### src/rtl/xlat_pkg.sv
// Shared definitions for the process-tagged translation cache.
// Assumes a 4 KB base page; size codes select the compare boundary.
package xlat_pkg;

    localparam int PG_LSB  = 12;  // lowest translated bit of a 4 KB page
    localparam int MID_LSB = 21;  // boundary of a 2 MB superpage
    localparam int BIG_LSB = 30;  // boundary of a 1 GB superpage

    typedef enum logic [1:0] {
        SZ_4K  = 2'b00,
        SZ_2M  = 2'b01,
        SZ_1G  = 2'b10,
        SZ_1GX = 2'b11
    } pg_size_e;

    // Bit position where the page offset ends for a given size code.
    function automatic int boundary_of(input logic [1:0] sz);
        case (sz)
            SZ_4K:   return PG_LSB;
            SZ_2M:   return MID_LSB;
            default: return BIG_LSB;
        endcase
    endfunction

endpackage

### src/rtl/xlat_entry.sv
// One translation slot: holds tag, process ID, size, frame and permission.
// Provides lookup, purge and duplicate matches against its own size mask,
// and composes the upper physical address bits for the lookup address.
// Assumes at most one of flush / write / purge takes effect per cycle,
// in that order of precedence.
module xlat_entry
    import xlat_pkg::*;
#(
    parameter int ADDR_W = 32,
    parameter int PID_W  = 8,
    parameter int PERM_W = 3
) (
    input  logic                     clk,
    input  logic                     rst_n,
    input  logic [ADDR_W-PG_LSB-1:0] lk_vpn,
    input  logic [PID_W-1:0]         lk_pid,
    output logic                     lk_match,
    output logic [ADDR_W-PG_LSB-1:0] lk_frame,
    output logic [PERM_W-1:0]        lk_perm,
    input  logic                     pg_en,
    input  logic [ADDR_W-PG_LSB-1:0] pg_vpn,
    input  logic [PID_W-1:0]         pg_pid,
    output logic                     pg_match,
    input  logic                     flush,
    input  logic                     wr_en,
    input  logic [ADDR_W-PG_LSB-1:0] wr_vpn,
    input  logic [PID_W-1:0]         wr_pid,
    input  logic [1:0]               wr_size,
    input  logic [ADDR_W-PG_LSB-1:0] wr_frame,
    input  logic [PERM_W-1:0]        wr_perm,
    output logic                     dup_match,
    output logic                     valid_o
);
    localparam int VPN_W = ADDR_W - PG_LSB;

    logic              v_q;
    logic [VPN_W-1:0]  vpn_q;
    logic [PID_W-1:0]  pid_q;
    logic [1:0]        size_q;
    logic [VPN_W-1:0]  frame_q;
    logic [PERM_W-1:0] perm_q;
    logic [VPN_W-1:0]  cmp_mask;

    // Compare mask: ones on the VPN bits above this entry's page boundary.
    always_comb begin
        cmp_mask = {VPN_W{1'b1}} << (boundary_of(size_q) - PG_LSB);
    end

    // Match terms for lookup, purge and duplicate detection.
    always_comb begin
        lk_match  = v_q && (pid_q == lk_pid) && (((vpn_q ^ lk_vpn) & cmp_mask) == '0);
        pg_match  = pg_en && v_q && (pid_q == pg_pid) &&
                    (((vpn_q ^ pg_vpn) & cmp_mask) == '0);
        dup_match = v_q && (size_q == wr_size) && (pid_q == wr_pid) &&
                    (((vpn_q ^ wr_vpn) & cmp_mask) == '0);
        lk_frame  = (frame_q & cmp_mask) | (lk_vpn & ~cmp_mask);
        lk_perm   = perm_q;
        valid_o   = v_q;
    end

    // Valid bit: flush beats write, write beats single purge.
    always_ff @(posedge clk) begin
        if (!rst_n)        v_q <= 1'b0;
        else if (flush)    v_q <= 1'b0;
        else if (wr_en)    v_q <= 1'b1;
        else if (pg_match) v_q <= 1'b0;
    end

    // Payload storage, loaded on a write.
    always_ff @(posedge clk) begin
        if (!rst_n) begin
            vpn_q   <= '0;
            pid_q   <= '0;
            size_q  <= '0;
            frame_q <= '0;
            perm_q  <= '0;
        end else if (wr_en && !flush) begin
            vpn_q   <= wr_vpn;
            pid_q   <= wr_pid;
            size_q  <= wr_size;
            frame_q <= wr_frame;
            perm_q  <= wr_perm;
        end
    end

endmodule

### src/rtl/xlat_victim.sv
// Chooses the slot a fill writes: a matching duplicate first, then the
// lowest invalid slot, otherwise the round-robin pointer, which advances
// only when it was used. Output is one-hot or zero.
module xlat_victim #(
    parameter int N_ENT = 16
) (
    input  logic             clk,
    input  logic             rst_n,
    input  logic             req,
    input  logic             flush,
    input  logic [N_ENT-1:0] valid_vec,
    input  logic [N_ENT-1:0] dup_vec,
    output logic [N_ENT-1:0] wr_vec
);
    localparam int IDX_W = (N_ENT > 1) ? $clog2(N_ENT) : 1;

    logic [IDX_W-1:0] rr_q;
    logic [IDX_W-1:0] pick;
    logic             use_rr;

    // Slot selection by priority: duplicate, then free slot, then pointer.
    always_comb begin
        logic found_dup;
        logic found_free;
        found_dup  = 1'b0;
        found_free = 1'b0;
        pick       = rr_q;
        for (int i = N_ENT - 1; i >= 0; i--) begin
            if (dup_vec[i]) begin
                found_dup = 1'b1;
            end
        end
        if (found_dup) begin
            for (int i = N_ENT - 1; i >= 0; i--) begin
                if (dup_vec[i]) pick = IDX_W'(i);
            end
        end else begin
            for (int i = N_ENT - 1; i >= 0; i--) begin
                if (!valid_vec[i]) begin
                    pick       = IDX_W'(i);
                    found_free = 1'b1;
                end
            end
        end
        use_rr = !found_dup && !found_free;
        wr_vec = '0;
        if (req && !flush) wr_vec[pick] = 1'b1;
    end

    // Round-robin pointer moves on evictions only.
    always_ff @(posedge clk) begin
        if (!rst_n) begin
            rr_q <= '0;
        end else if (req && !flush && use_rr) begin
            if (rr_q == IDX_W'(N_ENT - 1)) rr_q <= '0;
            else                          rr_q <= rr_q + 1'b1;
        end
    end

endmodule

### src/rtl/xlat_outreg.sv
// Picks the lowest-numbered hitting slot and registers the lookup result.
// Misses return zero address and permission.
module xlat_outreg
    import xlat_pkg::*;
#(
    parameter int N_ENT  = 16,
    parameter int ADDR_W = 32,
    parameter int PERM_W = 3
) (
    input  logic                                 clk,
    input  logic                                 rst_n,
    input  logic                                 lk_valid,
    input  logic [PG_LSB-1:0]                    lk_offset,
    input  logic [N_ENT-1:0]                     hit_vec,
    input  logic [N_ENT-1:0][ADDR_W-PG_LSB-1:0]  frame_arr,
    input  logic [N_ENT-1:0][PERM_W-1:0]         perm_arr,
    output logic                                 res_valid,
    output logic                                 res_hit,
    output logic [ADDR_W-1:0]                    res_pa,
    output logic [PERM_W-1:0]                    res_perm
);
    logic                     any_hit;
    logic [ADDR_W-PG_LSB-1:0] sel_frame;
    logic [PERM_W-1:0]        sel_perm;

    // Lowest index wins when several slots hit.
    always_comb begin
        any_hit   = 1'b0;
        sel_frame = '0;
        sel_perm  = '0;
        for (int i = N_ENT - 1; i >= 0; i--) begin
            if (hit_vec[i]) begin
                any_hit   = 1'b1;
                sel_frame = frame_arr[i];
                sel_perm  = perm_arr[i];
            end
        end
    end

    // Result register, one cycle after the request.
    always_ff @(posedge clk) begin
        if (!rst_n) begin
            res_valid <= 1'b0;
            res_hit   <= 1'b0;
            res_pa    <= '0;
            res_perm  <= '0;
        end else begin
            res_valid <= lk_valid;
            res_hit   <= lk_valid && any_hit;
            res_pa    <= (lk_valid && any_hit) ? {sel_frame, lk_offset} : '0;
            res_perm  <= (lk_valid && any_hit) ? sel_perm : '0;
        end
    end

endmodule

### src/rtl/xlat_cache.sv
// Top level: fully associative, process-tagged translation cache with
// 4 KB / 2 MB / 1 GB entries. A lookup result appears one cycle after the
// request. Fill, purge and purge-all take effect at the next clock edge.
// Assumes the requester handles misses with its own table walk.
module xlat_cache
    import xlat_pkg::*;
#(
    parameter int N_ENT  = 16,
    parameter int ADDR_W = 32,
    parameter int PID_W  = 8,
    parameter int PERM_W = 3
) (
    input  logic                     clk,
    input  logic                     rst_n,
    input  logic                     lk_valid,
    input  logic [ADDR_W-1:0]        lk_va,
    input  logic [PID_W-1:0]         lk_pid,
    output logic                     res_valid,
    output logic                     res_hit,
    output logic [ADDR_W-1:0]        res_pa,
    output logic [PERM_W-1:0]        res_perm,
    input  logic                     fill_valid,
    input  logic [ADDR_W-PG_LSB-1:0] fill_vpn,
    input  logic [PID_W-1:0]         fill_pid,
    input  logic [1:0]               fill_size,
    input  logic [ADDR_W-PG_LSB-1:0] fill_frame,
    input  logic [PERM_W-1:0]        fill_perm,
    input  logic                     purge_valid,
    input  logic [ADDR_W-PG_LSB-1:0] purge_vpn,
    input  logic [PID_W-1:0]         purge_pid,
    input  logic                     purge_all
);
    localparam int VPN_W = ADDR_W - PG_LSB;

    logic [N_ENT-1:0]             lk_match;
    logic [N_ENT-1:0]             pg_match;
    logic [N_ENT-1:0]             dup_vec;
    logic [N_ENT-1:0]             valid_vec;
    logic [N_ENT-1:0]             ent_wr;
    logic [N_ENT-1:0]             hit_vec;
    logic [N_ENT-1:0][VPN_W-1:0]  frame_arr;
    logic [N_ENT-1:0][PERM_W-1:0] perm_arr;

    // Hits are suppressed on slots being purged in this same cycle.
    always_comb begin
        hit_vec = lk_match & ~pg_match & {N_ENT{~purge_all}};
    end

    for (genvar g = 0; g < N_ENT; g++) begin : g_ent
        xlat_entry #(
            .ADDR_W (ADDR_W),
            .PID_W  (PID_W),
            .PERM_W (PERM_W)
        ) u_ent (
            .clk       (clk),
            .rst_n     (rst_n),
            .lk_vpn    (lk_va[ADDR_W-1:PG_LSB]),
            .lk_pid    (lk_pid),
            .lk_match  (lk_match[g]),
            .lk_frame  (frame_arr[g]),
            .lk_perm   (perm_arr[g]),
            .pg_en     (purge_valid),
            .pg_vpn    (purge_vpn),
            .pg_pid    (purge_pid),
            .pg_match  (pg_match[g]),
            .flush     (purge_all),
            .wr_en     (ent_wr[g]),
            .wr_vpn    (fill_vpn),
            .wr_pid    (fill_pid),
            .wr_size   (fill_size),
            .wr_frame  (fill_frame),
            .wr_perm   (fill_perm),
            .dup_match (dup_vec[g]),
            .valid_o   (valid_vec[g])
        );
    end

    xlat_victim #(
        .N_ENT (N_ENT)
    ) u_victim (
        .clk       (clk),
        .rst_n     (rst_n),
        .req       (fill_valid),
        .flush     (purge_all),
        .valid_vec (valid_vec),
        .dup_vec   (dup_vec),
        .wr_vec    (ent_wr)
    );

    xlat_outreg #(
        .N_ENT  (N_ENT),
        .ADDR_W (ADDR_W),
        .PERM_W (PERM_W)
    ) u_out (
        .clk       (clk),
        .rst_n     (rst_n),
        .lk_valid  (lk_valid),
        .lk_offset (lk_va[PG_LSB-1:0]),
        .hit_vec   (hit_vec),
        .frame_arr (frame_arr),
        .perm_arr  (perm_arr),
        .res_valid (res_valid),
        .res_hit   (res_hit),
        .res_pa    (res_pa),
        .res_perm  (res_perm)
    );

endmodule

### config.mk
export PLATFORM = sky130hd
export DESIGN_NAME = xlat_cache
export DESIGN_NICKNAME = d
export VERILOG_FILES = /design/src/rtl/xlat_pkg.sv /design/src/rtl/xlat_entry.sv /design/src/rtl/xlat_victim.sv /design/src/rtl/xlat_outreg.sv /design/src/rtl/xlat_cache.sv
export SDC_FILE = /design/constraint.sdc
export NUM_CORES = 2
export LEC_CHECK = 0
export CAP_MARGIN = 0
export CORE_AREA = 3 3 320 322
export DETAILED_ROUTE_END_ITERATION = 8
export DIE_AREA = 0 0 323 325
export DONT_BUFFER_PORTS = 1
export PLACE_DENSITY = 0.7
export SYNTH_ARGS = -nofsm -noshare
export SYNTH_HDL_FRONTEND = slang
export SYNTH_SLANG_ARGS = --single-unit
### constraint.sdc
create_clock -name clk -period 12.4 [get_ports clk]
set_input_delay 3.1 -clock clk [delete_from_list [all_inputs] [get_ports clk]]
set_output_delay 3.1 -clock clk [all_outputs]
set_load 0.01 [all_outputs]
==> metrics.md <==
| Metric | Value |
|---|---|
| Min Tclk post-route | `around 7.9 ns` |
| Root Buffer | `clkbuf_16` |
| Worst-Margin Slew | `roughly 3.7 ns` |
| Initial antenna violation count | `18` |
| Crit path launch type | `input port` |
| Syn Nets | `6777` |
| Post-synthesis mux area share | `0.165` |
| Post-Synth XOR/XNOR Area | `0.206` |
| Post-Syn Instances | `6611` |
| Post-CTS Resized | `0` |
| Tcrit/Tclk final | `0.634` |
| Largest net degree at the start of global routing | `908` |
| Fill count | `approximately 9000` |
| Postcts setup bufs | `0` |
| Final Util | `0.607` |
| Share of cells above drive strength 1 | `0.0666` |
| EDFF count, synth | `0` |
| Clock Path Buffers | `3` |
| Peak supply drop | `around 98 uV` |
| First-pass GRT wire length | `between 300 and 400 mm` |
| Via-per-instance ratio | `6.69` |
| Final Hold Vio Count | `0` |
| Main combinational cell family by area after synthesis | `XOR/XNOR gates` |
| Global route overflow | `0` |
| CTS tree | `yes` |
| # IOs | `approximately 160` |
| Die W | `roughly 320 um` |
| Leakage | `about 0.026 uW` |
| Failing checks | `max-capacitance violations, max-slew violations` |
| Total Routed Length | `234 mm` |
| Worst-path clk slew | `~0.060 ns` |
| Area Growth Syn to Fin | `4.92%` |
| Yosys cell types | `between 90 and 100` |
| Die area | `roughly 0.10 mm2` |
| Placer Congestion | `about 1.1` |
| Clock Skew | `0.0331 ns` |
| Ys async rst share | `0` |
| Worst path cell trace | `xnor2_1, nand3_1, o31ai_1, nand3_1, nand4_1, inv_1, a32oi_2, o21a_1, nor2_1, a31oi_4, buf_4, mux2i_1` |
| Synth Area in Adders | `0.00844` |
| Register area share after synthesis | `0.313` |
| Syn Area/Cell | `8.74 um2` |
| Yosys warnings | `0` |
| Synth Flop Type | `dfxtp_1` |
| Initial Util | `0.579` |
| GRT Total Usage | `0.429` |
| # placed instances | `between 7000 and 8000` |
| Critical path class | `in -> reg` |
| Compound-Gate Fraction of Synth Area | `0.0879` |
| Die Y | `between 300 and 400 um` |
| Pwr Density | `106 mW/mm2` |
| Final slew viol count | `slightly above 700` |
| Top delay family on crit path | `compound AO/OA/AOI/OAI gates` |
| Clock sinks | `approximately 910` |
| Critical path's slowest cell | `o31ai_1` |
| Yosys reg bits | `about 910` |
| Final #Nets | `~6400` |
| CP bufs+invs | `2` |
| Setup tns final | `0 ns` |
| Core ar. | `0.0999 mm2` |
| Hold_buf cts | `0` |
| Skew-Pair Late Insertion Delay | `approximately 0.73 ns` |
| RSZ-0062 raised after global routing | `no` |
| Worst-path fanout max | `36` |
| Htree depth | `3` |
| DRC Markers | `0` |
| # port buffers | `0` |
| Worst Hold Class | `reg -> reg` |
| Max_cap viols | `2` |
| Slew HR | `-1.46` |
| Crit-path most repeated cell | `nand3_1` |
| Max Freq | `127 MHz` |
| Vias in the first global route | `roughly 48000` |
| Status | `finished with violations` |
| CP peak stage delay | `approximately 1.3 ns` |
| Row cnt | `116` |
| Worst endpoint required time | `around 13 ns` |
| Vias | `50900` |
| Dpl hpwl | `151 mm` |
| Initial DRC count | `roughly 7200` |
| Non-Filler Instances | `7604` |
| Num CTS Buffers | `100` |
| CP endpoint kind | `flop` |
| Simple-gate share of the synthesized area | `0.160` |
| Critical Path AT | `around 8.5 ns` |
| Routed length per instance | `30.8 um` |
| Sequential Area | `around 0.018 mm2` |
| ANT nets after route | `0` |
| Initial DRT Pass Iterations | `8` |
| Endpoints failing setup | `0` |
| Area of the multi-input gates | `0.0366 mm2` |
| Synth Cell Area | `between 0.05 and 0.06 mm2` |
## power by group
group | internal (uW) | leakage [uW] | switching, uW
logic | 181 | 0.0170 | 212
clock network | 1790 | 0.00164 | 1340
registers | 2920 | 0.00729 | 13.0
## sequential cells by signal (all words and copies together) (netlist names)
register,flops
g_ent.u_ent.frame_q,320
g_ent.u_ent.lk_perm,48
g_ent.u_ent.pid_q,128
g_ent.u_ent.size_q,32
g_ent.u_ent.valid_o,16
g_ent.u_ent.vpn_q,320
u_out.res_hit,1
u_out.res_pa,32
u_out.res_perm,3
u_out.res_valid,1
u_victim.rr_q,4
## layout make-up
cell class,count,share of cell area
inverters,73,0.00452
diodes,10,0.000413
multi-input cells,5048,0.603
clock buffers,134,0.0458
well taps,1298,0.0268
clock inverters,47,0.00968
repair buffers,89,0.0110
flip-flops and latches,905,0.299
## synth_stat cells, types with 69 or more instances
cell | n | area (um2)
xor2_1 | 437 | 3830
a21oi_1 | 102 | 510
xnor2_1 | 925 | 8100
buf_2 | 157 | 786
o21ai_0 | 170 | 851
clkbuf_1 | 287 | 1080
o21ai_1 | 91 | 455
nor4_1 | 120 | 751
nor2_1 | 109 | 409
mux2i_1 | 893 | 8940
nand3_1 | 234 | 1170
nand2_1 | 1027 | 3850
nand4_1 | 202 | 1260
dfxtp_1 | 905 | 18100
inv_1 | 69 | 259
## per-stage QoR
step           setup slack, ns  hold WS (ns)  total power (uW)  instance area, um2
3_5_place_dp              4.20         0.448              3370               57200
5_1_grt                   4.50         0.473              6580               60600
6_report                  4.54         0.457              6450               60600
2_1_floorplan             6.46         0.433              3440               57800
3_3_place_gp              4.19         0.441              3370               57200
4_1_cts                   4.91         0.457              6440               60600
## cell usage in the layout (no fill, tap or decap), types with 29 or more instances in the layout
master / synthesis / routed
nor4_1: 120 / 116
and2_1: 30 / 30
nand2_1: 1027 / 1025
nand4_1: 202 / 202
a31oi_1: 36 / 32
inv_1: 69 / 69
dfxtp_1: 905 / 905
xor2_1: 437 / 437
xnor2_1: 925 / 925
a211oi_1: 40 / 40
nor2b_1: 30 / 29
clkbuf_16: 0 / 100
mux2_2: 55 / 55
nor3_1: 53 / 53
buf_4: 58 / 89
nand3_1: 234 / 230
ha_1: 39 / 39
o21ai_0: 170 / 170
mux2i_1: 893 / 893
o211ai_1: 37 / 37
nor2_1: 109 / 106
o21ai_1: 91 / 91
nand3_2: 29 / 29
a21oi_1: 102 / 102
## worst reg2reg max path: cells and delay by family (launching register included)
kind | cells | cell delay [ns]
AOI/OAI and AO/OA | 5 | 2.30
adders and majority gates | 1 | 1.28
buffers and inverters | 4 | 1.62
DFF | 1 | 0.35
and+or+nand+nor | 4 | 1.51
## path summary, 6_finish.rpt
kind | from | to | slack (ns) | depth (start not counted)
max | fill_vpn[1] | g_ent[3].u_ent.pid_q[6] | 4.54 | 12
min | g_ent[15].u_ent.frame_q[16] | g_ent[15].u_ent.frame_q[16] | 0.46 | 2
max reg2reg | g_ent[0].u_ent.size_q[0] | u_out.res_pa[19] | 5.28 | 14
min reg2reg | g_ent[15].u_ent.frame_q[16] | g_ent[15].u_ent.frame_q[16] | 0.46 | 2
## layer usage
layer / wire, um / vias up / global-route usage
li1: - / 21900 / -
met1: 87600 / 24500 / 0.536
met2: 95000 / 3411 / 0.612
met3: 30600 / 992 / 0.144
met4: 20600 / 12 / 0.314
met5: 81 / - / 0
## cell families after synthesis
| group | count (synthesis) |
|---|---|
| buffers and inverters | 658 |
| muxes | 948 |
| and+or+nand+nor | 1952 |
| DFF | 905 |
| xor gates and xnor gates | 1362 |
| adders and majority gates | 39 |
| AOI/OAI and AO/OA | 747 |
(Power assumes the default switching activity.)
